--- src/rtl/sc_pkg.sv ---
// Shared types for the subcarrier divider and phase comparator.
// Assumes: nothing beyond IEEE 1800-2017 synthesizable subset.
package sc_pkg;
    // Phase detector state: idle (undriven), 4fsc lagging, 4fsc leading
    typedef enum logic [1:0] {
        PD_IDLE = 2'd0,
        PD_LAG  = 2'd1,
        PD_LEAD = 2'd2
    } pd_state_t;
endpackage

--- src/rtl/sc_mod_counter.sv ---
// Modulo-N counter advanced by an enable strobe; emits a one-cycle
// wrap strobe in the cycle its last count is consumed.
// Assumes: N >= 2; clr has priority over en.
module sc_mod_counter #(
    parameter int N = 4
) (
    input  logic clk,
    input  logic rst_n,
    input  logic clr,
    input  logic en,
    output logic wrap
);
    localparam int W = (N > 1) ? $clog2(N) : 1;
    localparam logic [W-1:0] LAST = W'(N - 1);

    logic [W-1:0] count;

    // wrap strobe: last count consumed this cycle
    assign wrap = en && !clr && (count == LAST);

    // count register: clear, hold or advance modulo N
    always_ff @(posedge clk) begin
        if (!rst_n || clr)
            count <= '0;
        else if (en)
            count <= (count == LAST) ? '0 : count + 1'b1;
    end


    cnt_range_chk: assert property (@(posedge clk) disable iff (!rst_n)
        count <= LAST);

    cnt_hold_chk: assert property (@(posedge clk) disable iff (!rst_n)
        (!en && !clr) |=> $stable(count));
endmodule

--- src/rtl/sc_div_chain.sv ---
// Two cascaded modulo counters: a prescaler followed by a line-rate
// divider. Produces one reference strobe every PRE*LINE enables.
// Assumes: both parameters >= 2; clr clears both stages together.
module sc_div_chain #(
    parameter int PRE  = 5,
    parameter int LINE = 227
) (
    input  logic clk,
    input  logic rst_n,
    input  logic clr,
    input  logic en,
    output logic ref_pulse
);
    logic pre_wrap;

    sc_mod_counter #(.N(PRE)) u_pre (
        .clk   (clk),
        .rst_n (rst_n),
        .clr   (clr),
        .en    (en),
        .wrap  (pre_wrap)
    );

    sc_mod_counter #(.N(LINE)) u_line (
        .clk   (clk),
        .rst_n (rst_n),
        .clr   (clr),
        .en    (pre_wrap),
        .wrap  (ref_pulse)
    );
endmodule

--- src/rtl/sc_wave_gen.sv ---
// Subcarrier square-wave generator: divides the selected tick stream
// by DIV; output is high for the upper half of the count.
// Assumes: DIV even and >= 2; run low clears the phase to zero.
module sc_wave_gen #(
    parameter int DIV = 4
) (
    input  logic clk,
    input  logic rst_n,
    input  logic run,
    input  logic tick,
    output logic sc_out
);
    localparam int W = (DIV > 1) ? $clog2(DIV) : 1;
    localparam logic [W-1:0] LAST = W'(DIV - 1);
    localparam logic [W-1:0] HALF = W'(DIV / 2);

    logic [W-1:0] phase;

    // phase counter: cleared while stopped, advances on each tick
    always_ff @(posedge clk) begin
        if (!rst_n || !run)
            phase <= '0;
        else if (tick)
            phase <= (phase == LAST) ? '0 : phase + 1'b1;
    end

    // square wave from the upper half of the phase
    assign sc_out = (phase >= HALF);


    sc_stop_chk: assert property (@(posedge clk) disable iff (!rst_n)
        !run |=> !sc_out);

    sc_edge_chk: assert property (@(posedge clk) disable iff (!rst_n)
        (run && !tick) |=> $stable(sc_out));
endmodule

--- src/rtl/sc_phase_det.sv ---
// Three-state phase-frequency detector on two reference strobes.
// A master strobe first means 4fsc lags; a 4fsc strobe first means it
// leads; the later strobe (or both together) returns to undriven.
// Assumes: en low forces idle; pol inverts the driven level.
module sc_phase_det
    import sc_pkg::*;
(
    input  logic clk,
    input  logic rst_n,
    input  logic en,
    input  logic pol,
    input  logic ref_m,
    input  logic ref_f,
    output logic oe,
    output logic lvl
);
    pd_state_t state, state_nx;

    // next state from the two strobes
    always_comb begin
        state_nx = state;
        if (ref_m && ref_f)
            state_nx = PD_IDLE;
        else if (ref_m)
            state_nx = (state == PD_LEAD) ? PD_IDLE : PD_LAG;
        else if (ref_f)
            state_nx = (state == PD_LAG) ? PD_IDLE : PD_LEAD;
    end

    // state register, held idle outside the comparing standard
    always_ff @(posedge clk) begin
        if (!rst_n || !en)
            state <= PD_IDLE;
        else
            state <= state_nx;
    end

    // output drive and polarity-selected level
    always_comb begin
        oe  = (state != PD_IDLE);
        lvl = 1'b0;
        if (state == PD_LAG)
            lvl = !pol;
        else if (state == PD_LEAD)
            lvl = pol;
    end


    pd_quiet_chk: assert property (@(posedge clk) disable iff (!rst_n)
        !en |=> !oe);

    pd_coincide_chk: assert property (@(posedge clk) disable iff (!rst_n)
        (en && ref_m && ref_f) |=> (!oe && !lvl));

    pd_lag_chk: assert property (@(posedge clk) disable iff (!rst_n)
        (en && ref_m && !ref_f && !oe) |=> (oe && (lvl != pol)));

    pd_lead_chk: assert property (@(posedge clk) disable iff (!rst_n)
        (en && ref_f && !ref_m && !oe) |=> (oe && (lvl == pol)));
endmodule

--- src/rtl/sc_subcarrier_pd.sv ---
// Top: subcarrier source selection and divider, plus the two line-rate
// divider chains feeding the phase detector in 625-line mode.
// Assumes: mst_tick / fsc_tick are single-cycle strobes on clk.
module sc_subcarrier_pd #(
    parameter int SC_DIV   = 4,
    parameter int FSC_PRE  = 5,
    parameter int MST_PRE  = 4,
    parameter int LINE_DIV = 227
) (
    input  logic clk,
    input  logic rst_n,
    input  logic mst_tick,
    input  logic fsc_tick,
    input  logic std_pal,
    input  logic ext_sync,
    input  logic sc_stop_n,
    input  logic pol_active,
    output logic sc_out,
    output logic cmp_oe,
    output logic cmp_lvl
);
    logic use_fsc;
    logic sc_tick;
    logic fsc_ref;
    logic mst_ref;
    logic cmp_off;

    // subcarrier source: master only in 525-line internal mode
    assign use_fsc = std_pal || ext_sync;
    assign sc_tick = use_fsc ? fsc_tick : mst_tick;
    // comparator chains are parked outside 625-line mode
    assign cmp_off = !std_pal;

    sc_wave_gen #(.DIV(SC_DIV)) u_wave (
        .clk    (clk),
        .rst_n  (rst_n),
        .run    (sc_stop_n),
        .tick   (sc_tick),
        .sc_out (sc_out)
    );

    sc_div_chain #(.PRE(FSC_PRE), .LINE(LINE_DIV)) u_fsc_chain (
        .clk       (clk),
        .rst_n     (rst_n),
        .clr       (cmp_off),
        .en        (fsc_tick),
        .ref_pulse (fsc_ref)
    );

    sc_div_chain #(.PRE(MST_PRE), .LINE(LINE_DIV)) u_mst_chain (
        .clk       (clk),
        .rst_n     (rst_n),
        .clr       (cmp_off),
        .en        (mst_tick),
        .ref_pulse (mst_ref)
    );

    sc_phase_det u_pd (
        .clk   (clk),
        .rst_n (rst_n),
        .en    (std_pal),
        .pol   (pol_active),
        .ref_m (mst_ref),
        .ref_f (fsc_ref),
        .oe    (cmp_oe),
        .lvl   (cmp_lvl)
    );


    top_src_chk: assert property (@(posedge clk) disable iff (!rst_n)
        (use_fsc && sc_stop_n && !fsc_tick) |=> $stable(sc_out));

    top_ref_quiet_chk: assert property (@(posedge clk) disable iff (!rst_n)
        !std_pal |-> (!fsc_ref && !mst_ref));
endmodule

--- config.mk ---
export PLATFORM = sky130hd
export DESIGN_NAME = sc_subcarrier_pd
export DESIGN_NICKNAME = d
export VERILOG_FILES = /design/src/rtl/sc_pkg.sv /design/src/rtl/sc_mod_counter.sv /design/src/rtl/sc_div_chain.sv /design/src/rtl/sc_wave_gen.sv /design/src/rtl/sc_phase_det.sv /design/src/rtl/sc_subcarrier_pd.sv
export SDC_FILE = /design/constraint.sdc
export NUM_CORES = 1
export LEC_CHECK = 0
export CAP_MARGIN = 10
export CORE_ASPECT_RATIO = 1.25
export CORE_MARGIN = 1
export CORE_UTILIZATION = 51
export DETAILED_ROUTE_END_ITERATION = 7
export PLACE_DENSITY = 0.81
export SYNTH_ARGS = -nofsm -noshare
export SYNTH_HDL_FRONTEND = slang
export SYNTH_HIERARCHICAL = 1
export SYNTH_SLANG_ARGS = --single-unit
--- constraint.sdc ---
create_clock -name clk -period 2 [get_ports clk]
set_input_delay 0.6 -clock clk [delete_from_list [all_inputs] [get_ports clk]]
set_output_delay 0.6 -clock clk [all_outputs]
set_load 0.02 [all_outputs]
==> impl_metrics.tcl <==
set metrics [dict create \
    antenna_found_initial 0 \
    vias 1107 \
    worst_path_max_delay_cell "clkdlybuf4s50_1" \
    h-tree-depth 1 \
    fin_crit_sh 0.978 \
    power_switching_w 0.000200 \
    critPathKind "in2reg" \
    fin_nets 193 \
    leakagePower_nw 0.698 \
    final.fill_count 192 \
    grt_pass1_vias 1110 \
    drcViolationCount 0 \
    vias_per_cell 5.32 \
    globalplace.congestion 0.805 \
    synth_top_area_share 0.376 \
    p_seq_frac 0.618 \
    numCtsBuffers 3 \
    antennaDiodeCount 0 \
    initial_core_util 0.543 \
    drv_cap 0 \
    drtIter0Drc 31 \
    fin_cells 208 \
    drt_wl_total_mm 2.71 \
    area_growth_pct 22.9 \
    cts_tree "done" \
    max-clock-path-buffers 2 \
    clkPwrFrac 0.290 \
    mostFrequentLayoutCells "dfxtp_1, nor2_1, buf_4" \
    combinationalPowerShare 0.091 \
    maxSlewHeadroom 0.786 \
    grt_pass1_wl_mm 4.31 \
    yosysUniqueCellTypes 31 \
    synth_area_per_cell_um2 9.13 \
    start_kind "primary input" \
    clk_pin_slew_ns 0.14 \
    die_width_um 47.7 \
    p_int_w 0.000619 \
    switching_share 0.244 \
    ys_ff_latch 25 \
    dp.cells 203 \
    setup_viol 0 \
    drive_above_1_share 0.240 \
    fin_crit_ns 1.96 \
    status "completed" \
    fp.dieH_um 59.2 \
    irDropWorstVdd_uv 360 \
    hp-class "reg2reg" \
    grt_start_max_net_pins 16 \
    cp_cell_sequence "clkdlybuf4s50_1, nor3b_2, and3_4, nand4_4, or3_1, a311oi_1" \
    num_rows 20 \
    synth_fp_nets 163 \
    endpoint_kind "flop" \
    p_per_area_nw_per_um2 500 \
    slowest_delay_ns 0.47 \
    clock.fmax_mhz 511 \
    skew_ns 0.00348 \
    cts_root_buf "clkbuf_4" \
    finalPower_w 0.000819 \
    die-area_um2 2820 \
    cp_max_fo 2 \
    synthTopCellsByArea "dfxtp_1, ha_1, xor2_1" \
    grt_usage 0.212 \
    synth.largest_area_cell "dfxtp_1" \
    critPathArrivalTime_ns 2.21 \
    reg2reg_depth 8 \
    cts_sinks 25 \
    holdPathStages 2 \
    globalRouteOverflowTotal 0 \
    wl_per_cell_um 13.0 \
    synth.cell_area_um2 1330 \
    tightest_slew_ns 0.320 \
    coreArea_um2 2450 \
    ys_seq_area_frac 0.376 \
    finalHoldViolCount 0 \
    final_common_cell "dfxtp_1" \
    yosysWarnings 6 \
    drt_first_pass_iters 4 \
    clock_latency_ns 0.33 \
    ioPinCount 11 \
    ant_nets 0 \
    cp.required_ns 2.25 \
    hold_buffers 0 \
    drv_slew 0 \
    synth_cells 146 \
    dp_hpwl_mm 2.03 \
    rsz0062_at_grt "no" \
    port_buffers 10 \
]
-- state kept, by name (all words and copies together), names as in the netlist --
register and count:
u_mst_chain/u_pre/count 2, u_fsc_chain/u_line/count 8, u_fsc_chain/u_pre/count 3, u_mst_chain/u_line/count 8, u_wave/phase 2, u_pd/state 2
-- repair_timing --
item / CTS / global route
resized for setup: 11 / 10
gates cloned: 0 / 0
endpoints found under the setup margin: 5 / 4
pin swaps: 3 / 3
endpoints found under the hold margin: 0 / 0
setup buffers: 0 / 1
-- power groups by stage --
stage               clock network, W   logic, W  registers (W)
floorplan                          0  0.0000331       0.000516
global placement                   0  0.0000714       0.000516
detailed placement                 0  0.0000753       0.000517
CTS                         0.000250  0.0000743       0.000506
global route                0.000268  0.0000827       0.000507
finish                      0.000238  0.0000748       0.000506
-- metal layers --
metal  global-route usage  routed length [um]
met1                0.222                1110
met2                0.382                1490
met3               0.0305                  72
met4                0.115                  36
met5                    0                   0
-- metrics by stage --
stage | worst slack [ns] | hold slack [ns] | area (um^2) | utilization | setup TNS, ns
5_1_grt | 0.00758 | 0.532 | 1640 | 0.668 | 0
4_1_cts | -0.0584 | 0.518 | 1600 | 0.652 | -0.0584
2_1_floorplan | 0.0380 | 0.465 | 1340 | - | 0
3_3_place_gp | -0.467 | 0.479 | 1580 | 0.643 | -4.19
6_report | 0.0449 | 0.505 | 1640 | 0.668 | 0
3_5_place_dp | -0.521 | 0.498 | 1580 | 0.643 | -4.34
-- synthesized netlist by cell type --
cell and instances:
dfxtp_1 25, nor2_1 22, nand2_1 12, inv_1 10, xor2_1 10, ha_1 9
nand2b_1 8, nand4_1 6, nand3_1 5, a211oi_1 3, nand3b_1 3, a211oi_2 2
a21oi_1 2, a21oi_2 2, a311oi_1 2, and3_1 2, and3_4 2, buf_6 2
mux2i_1 2, nand4_4 2, nor2b_1 2, or3_1 2, or3b_1 2, xnor2_1 2
and3b_1 1, mux2_1 1, nor3_2 1, nor3b_1 1, o211a_1 1, o21ai_1 1
or2_2 1
-- worst max-delay path, delay by kind of cell --
kind                   cells  cell delay [ns]
and+or+nand+nor            4             0.87
buffers and inverters      1             0.47
AOI/OAI and AO/OA          1             0.26
-- area by class of cell --
cell class | instances | area (um^2) | area share
clock inverters | 1 | 7.51 | 0.00458
well taps | 33 | 41.3 | 0.0252
multi-input cells | 109 | 798 | 0.487
repair buffers | 27 | 228 | 0.139
inverters | 10 | 37.5 | 0.0229
flip-flops and latches | 25 | 503 | 0.307
clock buffers | 3 | 22.5 | 0.0138
-- path summary, 6_finish.rpt --
path	start	to	slack, ns
setup / recovery	fsc_tick	u_fsc_chain/u_line/count[7]$_SDFFE_PP0P_	0.04
setup reg to reg	u_fsc_chain/u_pre/count[0]$_SDFFE_PP0P_	u_fsc_chain/u_line/count[7]$_SDFFE_PP0P_	0.09
hold / removal	u_fsc_chain/u_pre/count[0]$_SDFFE_PP0P_	u_fsc_chain/u_pre/count[0]$_SDFFE_PP0P_	0.51
hold reg to reg	u_fsc_chain/u_pre/count[0]$_SDFFE_PP0P_	u_fsc_chain/u_pre/count[0]$_SDFFE_PP0P_	0.51
-- kinds of logic after synthesis --
group | count (synthesis) | synth area share
xor+xnor | 12 | 0.0789
mux | 3 | 0.0235
flops | 25 | 0.376
simple gates | 72 | 0.312
buf+inv | 12 | 0.0451
fa+ha+maj | 9 | 0.0845
compound gates | 13 | 0.0807
No activity file was read; power rests on OpenSTA's default activity.
